===== src/rtl/wdiv_pkg.sv =====
package wdiv_pkg;

    typedef enum logic [0:0] {
        ST_IDLE = 1'b0,
        ST_RUN  = 1'b1
    } wdiv_state_e;

endpackage


===== src/rtl/wdiv_opcheck.sv =====
// Screens a request: the quotient fits only when the divisor is nonzero
// and the top half of the dividend lies strictly below the divisor.
module wdiv_opcheck #(
    parameter int W = 256
) (
    input  logic [2*W-1:0] dividend_i,
    input  logic [W-1:0]   divisor_i,
    output logic           valid_o
);
    logic div_zero;
    logic hi_fits;

    always_comb begin
        div_zero = (divisor_i == '0);
        hi_fits  = (dividend_i[2*W-1:W] < divisor_i);
        valid_o  = !div_zero && hi_fits;
    end
endmodule


===== src/rtl/wdiv_align.sv =====
// Places the divisor W-1 bits up inside a double-width word.
module wdiv_align #(
    parameter int W = 256
) (
    input  logic [W-1:0]   divisor_i,
    output logic [2*W-1:0] aligned_o
);
    localparam int DW = 2 * W;

    always_comb begin
        aligned_o = DW'(divisor_i) << (W - 1);
    end
endmodule


===== src/rtl/wdiv_step.sv =====
// One restoring iteration: trial subtract, quotient shift-in, remainder shift.
module wdiv_step #(
    parameter int W = 256
) (
    input  logic [2*W-1:0] rem_i,
    input  logic [2*W-1:0] aligned_i,
    input  logic [W-1:0]   quo_i,
    output logic [2*W-1:0] rem_o,
    output logic [W-1:0]   quo_o
);
    localparam int DW = 2 * W;

    logic [DW:0]   trial;
    logic          borrow;
    logic [DW-1:0] kept;

    always_comb begin
        trial  = {1'b0, rem_i} - {1'b0, aligned_i};
        borrow = trial[DW];
        kept   = borrow ? rem_i : trial[DW-1:0];
        rem_o  = {kept[DW-2:0], 1'b0};
        quo_o  = {quo_i[W-2:0], !borrow};
    end
endmodule


===== src/rtl/wide_restoring_div.sv =====
module wide_restoring_div #(
    parameter int W = 256
) (
    input  logic             clk,
    input  logic             rst_n,
    input  logic             start_i,
    input  logic [2*W-1:0]   dividend_i,
    input  logic [W-1:0]     divisor_i,
    output logic             busy_o,
    output logic             done_o,
    output logic             err_o,
    output logic [W-1:0]     quotient_o,
    output logic [W-1:0]     remainder_o
);
    import wdiv_pkg::*;

    localparam int DW = 2 * W;
    localparam int CW = $clog2(W + 1);
    localparam logic [CW-1:0] ITERS = CW'(W);
    localparam logic [CW-1:0] LAST  = CW'(1);

    typedef struct packed {
        wdiv_state_e    st;
        logic [CW-1:0]  cnt;
        logic [DW-1:0]  rem;
        logic [DW-1:0]  aligned;
        logic [W-1:0]   quo;
        logic           done;
        logic           err;
    } regs_t;

    regs_t r_q, r_d;

    logic          ops_valid;
    logic [DW-1:0] aligned_in;
    logic [DW-1:0] rem_step;
    logic [W-1:0]  quo_step;

    wdiv_opcheck #(.W(W)) opcheck_i (
        .dividend_i (dividend_i),
        .divisor_i  (divisor_i),
        .valid_o    (ops_valid)
    );

    wdiv_align #(.W(W)) align_i (
        .divisor_i (divisor_i),
        .aligned_o (aligned_in)
    );

    wdiv_step #(.W(W)) step_i (
        .rem_i     (r_q.rem),
        .aligned_i (r_q.aligned),
        .quo_i     (r_q.quo),
        .rem_o     (rem_step),
        .quo_o     (quo_step)
    );

    always_comb begin
        r_d      = r_q;
        r_d.done = 1'b0;
        unique case (r_q.st)
            ST_IDLE: begin
                if (start_i) begin
                    if (ops_valid) begin
                        r_d.st      = ST_RUN;
                        r_d.cnt     = ITERS;
                        r_d.rem     = dividend_i;
                        r_d.aligned = aligned_in;
                        r_d.quo     = '0;
                        r_d.err     = 1'b0;
                    end else begin
                        r_d.rem     = '0;
                        r_d.quo     = '0;
                        r_d.err     = 1'b1;
                        r_d.done    = 1'b1;
                    end
                end
            end
            ST_RUN: begin
                r_d.rem = rem_step;
                r_d.quo = quo_step;
                r_d.cnt = r_q.cnt - 1'b1;
                if (r_q.cnt == LAST) begin
                    r_d.st   = ST_IDLE;
                    r_d.done = 1'b1;
                end
            end
            default: r_d.st = ST_IDLE;
        endcase
    end

    always_ff @(posedge clk or negedge rst_n) begin
        if (!rst_n) begin
            r_q <= '{st: ST_IDLE, cnt: '0, rem: '0, aligned: '0,
                     quo: '0, done: 1'b0, err: 1'b0};
        end else begin
            r_q <= r_d;
        end
    end

    assign busy_o      = (r_q.st == ST_RUN);
    assign done_o      = r_q.done;
    assign err_o       = r_q.err;
    assign quotient_o  = r_q.quo;
    assign remainder_o = r_q.rem[DW-1:W];
endmodule


===== config.mk =====
export PLATFORM = sky130hd
export DESIGN_NAME = wide_restoring_div
export DESIGN_NICKNAME = d
export VERILOG_FILES = /design/src/rtl/wdiv_pkg.sv /design/src/rtl/wdiv_opcheck.sv /design/src/rtl/wdiv_align.sv /design/src/rtl/wdiv_step.sv /design/src/rtl/wide_restoring_div.sv
export SDC_FILE = /design/constraint.sdc
export NUM_CORES = 2
export LEC_CHECK = 0
export BUFFER_PORTS_ARGS = -buffer_cell sky130_fd_sc_hd__buf_2
export CORE_AREA = 2 2 501 503
export DETAILED_ROUTE_END_ITERATION = 16
export DIE_AREA = 0 0 503 505
export MAX_ROUTING_LAYER = met4
export PLACE_DENSITY = 0.46
export SLEW_MARGIN = 20
export SYNTH_ARGS = -nofsm -noshare
export SYNTH_HDL_FRONTEND = slang
export SYNTH_SLANG_ARGS = --single-unit

===== constraint.sdc =====
create_clock -name clk -period 12.3 [get_ports clk]
set_clock_uncertainty 0.2 [all_clocks]
set_input_delay 2.46 -clock clk [delete_from_list [all_inputs] [get_ports clk]]
set_output_delay 2.46 -clock clk [all_outputs]
set_load 0.01 [all_outputs]

==> flow_summary.yaml <==
timing:
  final-setup-viol-count: 0
  unrepaired_setup_endpoints_after_global_routing: "false"
  final_min_period_over_clock_period_pct: 65.99
  final_max_slew_viol_count: 0
  worst_slew_margin_rel_pct: 19.80
  worst_slew_pin_slew_ns: 1.194
  report.final.hold_viol_count: 0
  worst_hold_slack_ns: 0.2277
  layout_min_cycle_time_ns: 8.117
  fmaxAchievable_mhz: 123.2
  setup_total_negative_slack_ns: 0
pwr:
  clock_power_share_pct: 13.7
  cellLeakagePower_nw: 40.92
  power.sequential.fraction_pct: 19.5
  design_power_total_w: 0.03141
  power.density_cell_area_nw_per_um2: 357.1
  netSwitchingFraction_pct: 55.25
  p_int_w: 0.01406
  combinationalPowerShare_pct: 66.8
  power.ir.vdd_worst_v: 0.0001829
  switching_power_of_the_nets_w: 0.01735
logic_synthesis:
  synth.area.top_cells: "sky130_fd_sc_hd__dfrtp_1 33%, sky130_fd_sc_hd__ha_1 8.3%, sky130_fd_sc_hd__nand2_1 8.2%, sky130_fd_sc_hd__o21ai_0 8.0%, sky130_fd_sc_hd__a21oi_1 6.8%"
  count_of_flip_flops_with_a_built_in_enable_after_synthesis: 0
  ys_types: 102
  post_synth_instance_area_um2: 77440
  postSynthRegisterBits: 1036
  synthDominantAreaCellType: "sky130_fd_sc_hd__dfrtp_1"
  netlist_instances: 10100
  mappedNetlistNets: 11380
  yosys.area.top_type_share_pct: 33.48
  postSynthAreaPerCell_um2: 7.671
  synthFlopType: "sky130_fd_sc_hd__dfrtp_1"
  sequential_element_share_of_the_synthesized_area_pct: 33.48
  postSynth.asyncResetShare_pct: 100.0
  yosys_warnings: 0
worst_hold_path:
  hold_class: "reg2reg"
  hold_depth: 2
  timing.hold.worst.start: "r_q[1012]"
  hold_path_end: "r_q[1013]"
route:
  drc: 0
  drt-wirelength-per-cell_um: 28.66
  wirelength_um: 403000
  detailedRoute.firstIterationViolations: 7093
  drt_pre_antenna_iters: 7
  ant_nets: 0
  vias_per_cell: 5.559
  detailroute.via_count: 78160
critical_path:
  setup.worst_path.class: "in2reg"
  ff2ff_setup_slack_ns: 4.96
  worst_ep_arrival_time_ns: 8.65
  critical_path.reg2reg.endpoint: "remainder_o[216]"
  critical_path.endpoint_type: "register"
  critical_register_to_register_path_startpoint: "remainder_o[62]"
  reg2regPathDepth: 14
  startpoint_class_of_the_critical_path: "primary input"
  critPathMaxFanout: 230
  required_ns: 12.83
floorplan:
  die-width_um: 503
  placeableCoreArea_um2: 248200
  die_h_um: 505
  start_util_pct: 31.20
  boundaryPins: 1286
  cell_row_count: 183
  area_of_the_die_um2: 254000
clocking:
  clk-insertion-delay-late_ns: 0.85
  clk_pin_slew_ns: 0.06
  tritoncts: "yes"
  root_buffer: "sky130_fd_sc_hd__clkbuf_16"
  cts_repair_resize_count: 0
  cts_post_setup_buffers_inserted: 0
  clk_path_buf_depth: 3
  h-tree-depth: 4
  cts-buffers-inserted: 138
  cts.sinks: 1036
  hold_fix_buffers_cts: 0
grt:
  first_global_vias: 76760
  globalRoute.totalOverflow: 0
  grt.total_usage_pct: 31.49
  grt_max_degree: 251
  antenna_found_initial: 153
  grt_pass1_wl_um: 568300
finish:
  final_layout_size_suffix_gt1_share_pct: 15.98
  final_util_pct: 35.44
  final_nets: 11780
  stdcell_count: 14060
  areaGrowthSynthToFinish_pct: 13.58
placed_design:
  dp_cells: 13680
  detailedPlacementHpwl_um: 322900
  numPortBuffers: 1285
  routabilityCongestion: 1.012
run:
  maxCapViolations: 0
run_status:
  outcome: "finished clean"
[cells in the final DEF, fill, tap and decap left out, types with 34 or more instances in the layout]
cell type                   synthesis  routed
sky130_fd_sc_hd__nand2_1         1683    1681
sky130_fd_sc_hd__buf_2             95    1283
sky130_fd_sc_hd__o21ai_0         1241    1241
sky130_fd_sc_hd__a21oi_1         1057    1055
sky130_fd_sc_hd__dfrtp_1         1036    1035
sky130_fd_sc_hd__inv_1            645     643
sky130_fd_sc_hd__ha_1             513     513
sky130_fd_sc_hd__nor2_1           437     435
sky130_fd_sc_hd__and3_1           371     371
sky130_fd_sc_hd__nand4_1          223     223
sky130_fd_sc_hd__a21o_1           184     184
sky130_fd_sc_hd__xnor2_1          144     144
sky130_fd_sc_hd__clkbuf_16          0     138
sky130_fd_sc_hd__diode_2            0     135
sky130_fd_sc_hd__a211oi_1         133     132
sky130_fd_sc_hd__nor3_1           124     123
sky130_fd_sc_hd__o21bai_1         105     105
sky130_fd_sc_hd__nor4_1           111     102
sky130_fd_sc_hd__a221oi_1          96      96
sky130_fd_sc_hd__buf_4            517      90
sky130_fd_sc_hd__xor2_1            87      87
sky130_fd_sc_hd__nand3_1           83      83
sky130_fd_sc_hd__a31oi_1           75      75
sky130_fd_sc_hd__o21a_1            66      66
sky130_fd_sc_hd__a21boi_0          37      37
sky130_fd_sc_hd__o211ai_1          34      34
[layer usage]
layer	vias up	global-route usage [%]	part of all wire, %
li1	36000	-	-
met1	38650	38.58	42
met2	2895	49.38	46
met3	616	7.371	7.6
met4	0	13.46	4.8
met5	-	-	0
[power groups by stage]
| stage | Clock (W) | Sequential, W | Combinational (W) |
|---|---|---|---|
| finish | 0.00432 | 0.00612 | 0.0210 |
| global route | 0.00454 | 0.00625 | 0.0226 |
| CTS | 0.00442 | 0.00610 | 0.0207 |
| detailed placement | 0 | 0.00614 | 0.0206 |
| global placement | 0 | 0.00614 | 0.0205 |
| floorplan | 0 | 0.00554 | 0.0138 |
[synthesized netlist by cell type (30+ instances only)]
cell type                  instances
sky130_fd_sc_hd__a211oi_1        133
sky130_fd_sc_hd__a21boi_0         37
sky130_fd_sc_hd__a21o_1          184
sky130_fd_sc_hd__a21oi_1        1057
sky130_fd_sc_hd__a221oi_1         96
sky130_fd_sc_hd__a31oi_1          75
sky130_fd_sc_hd__and3_1          371
sky130_fd_sc_hd__buf_2            95
sky130_fd_sc_hd__buf_4           517
sky130_fd_sc_hd__clkbuf_1        495
sky130_fd_sc_hd__dfrtp_1        1036
sky130_fd_sc_hd__ha_1            513
sky130_fd_sc_hd__inv_1           645
sky130_fd_sc_hd__nand2_1        1683
sky130_fd_sc_hd__nand3_1          83
sky130_fd_sc_hd__nand4_1         223
sky130_fd_sc_hd__nor2_1          437
sky130_fd_sc_hd__nor3_1          124
sky130_fd_sc_hd__nor4_1          111
sky130_fd_sc_hd__o211ai_1         34
sky130_fd_sc_hd__o21a_1           66
sky130_fd_sc_hd__o21ai_0        1241
sky130_fd_sc_hd__o21bai_1        105
sky130_fd_sc_hd__o22ai_1          30
sky130_fd_sc_hd__o31ai_1          32
sky130_fd_sc_hd__xnor2_1         144
sky130_fd_sc_hd__xor2_1           87
[stage by stage]
stage          setup WS [ns]  cell area (um^2)
5_1_grt                4.138             87940
4_1_cts                4.326             87620
6_report               4.183             87950
3_5_place_dp           3.451             82780
2_1_floorplan          6.516             77440
3_3_place_gp           3.222             82750
[cell families (layout without fill, tap and decap cells)]
group / count (synthesis) / after routing / synth area share [%]
AO/OA/AOI/OAI: 3318 / 3318 / 25.17
XOR/XNOR: 231 / 231 / 2.613
adder cells (fa/ha/maj): 514 / 514 / 8.315
buffers and inverters: 1773 / 2274 / 11.27
flip-flops: 1036 / 1036 / 33.48
multiplexers: 23 / 23 / 0.3215
other: 0 / 135 / 0
AND/OR/NAND/NOR: 3200 / 3200 / 18.83
[flip-flops by register name, summed over array words and instances, names as in the netlist]
name         flops
busy_o           1
quotient_o     256
err_o            1
remainder_o    256
r_q            521
done_o           1
[critical path, cell delays in order]
cell and delay (ns):
sky130_fd_sc_hd__buf_2 0.14, sky130_fd_sc_hd__inv_1 0.05, sky130_fd_sc_hd__ha_1 0.28, sky130_fd_sc_hd__and2_0 0.18, sky130_fd_sc_hd__a221o_1 0.30, sky130_fd_sc_hd__a221oi_1 0.39, sky130_fd_sc_hd__o21ai_0 0.31, sky130_fd_sc_hd__nor3_1 0.98
sky130_fd_sc_hd__nand3_1 0.29, sky130_fd_sc_hd__o31ai_2 0.66, sky130_fd_sc_hd__nand4_1 0.44, sky130_fd_sc_hd__nand2_4 0.70, sky130_fd_sc_hd__buf_12 0.55, sky130_fd_sc_hd__and3_1 0.28, sky130_fd_sc_hd__a211oi_1 0.06, sky130_fd_sc_hd__nor3_1 0.21
[final cells by class]
| type | instances | area [um^2] |
|---|---|---|
| Fill cell | 26720 | 160200 |
| Multi-Input combinational cell | 7286 | 42920 |
| Sequential cell | 1036 | 25930 |
| Timing Repair Buffer | 1385 | 7327 |
| Tap cell | 3330 | 4167 |
| Clock buffer | 192 | 3936 |
| Inverter | 645 | 2436 |
| Clock inverter | 52 | 897.1 |
| Antenna cell | 135 | 337.8 |
[how the worst max path moves through the flow]
stage	startpoint	end	slack [ns]	depth (start not counted)
floorplan	divisor_i[73]	r_q[519]	6.52	16
global placement	divisor_i[237]	remainder_o[243]	3.22	15
detailed placement	divisor_i[75]	r_q[790]	3.45	16
CTS	divisor_i[75]	r_q[790]	4.33	16
global route	divisor_i[75]	r_q[1011]	4.14	16
finish	divisor_i[75]	remainder_o[243]	4.18	16
(Power assumes the default switching activity.)
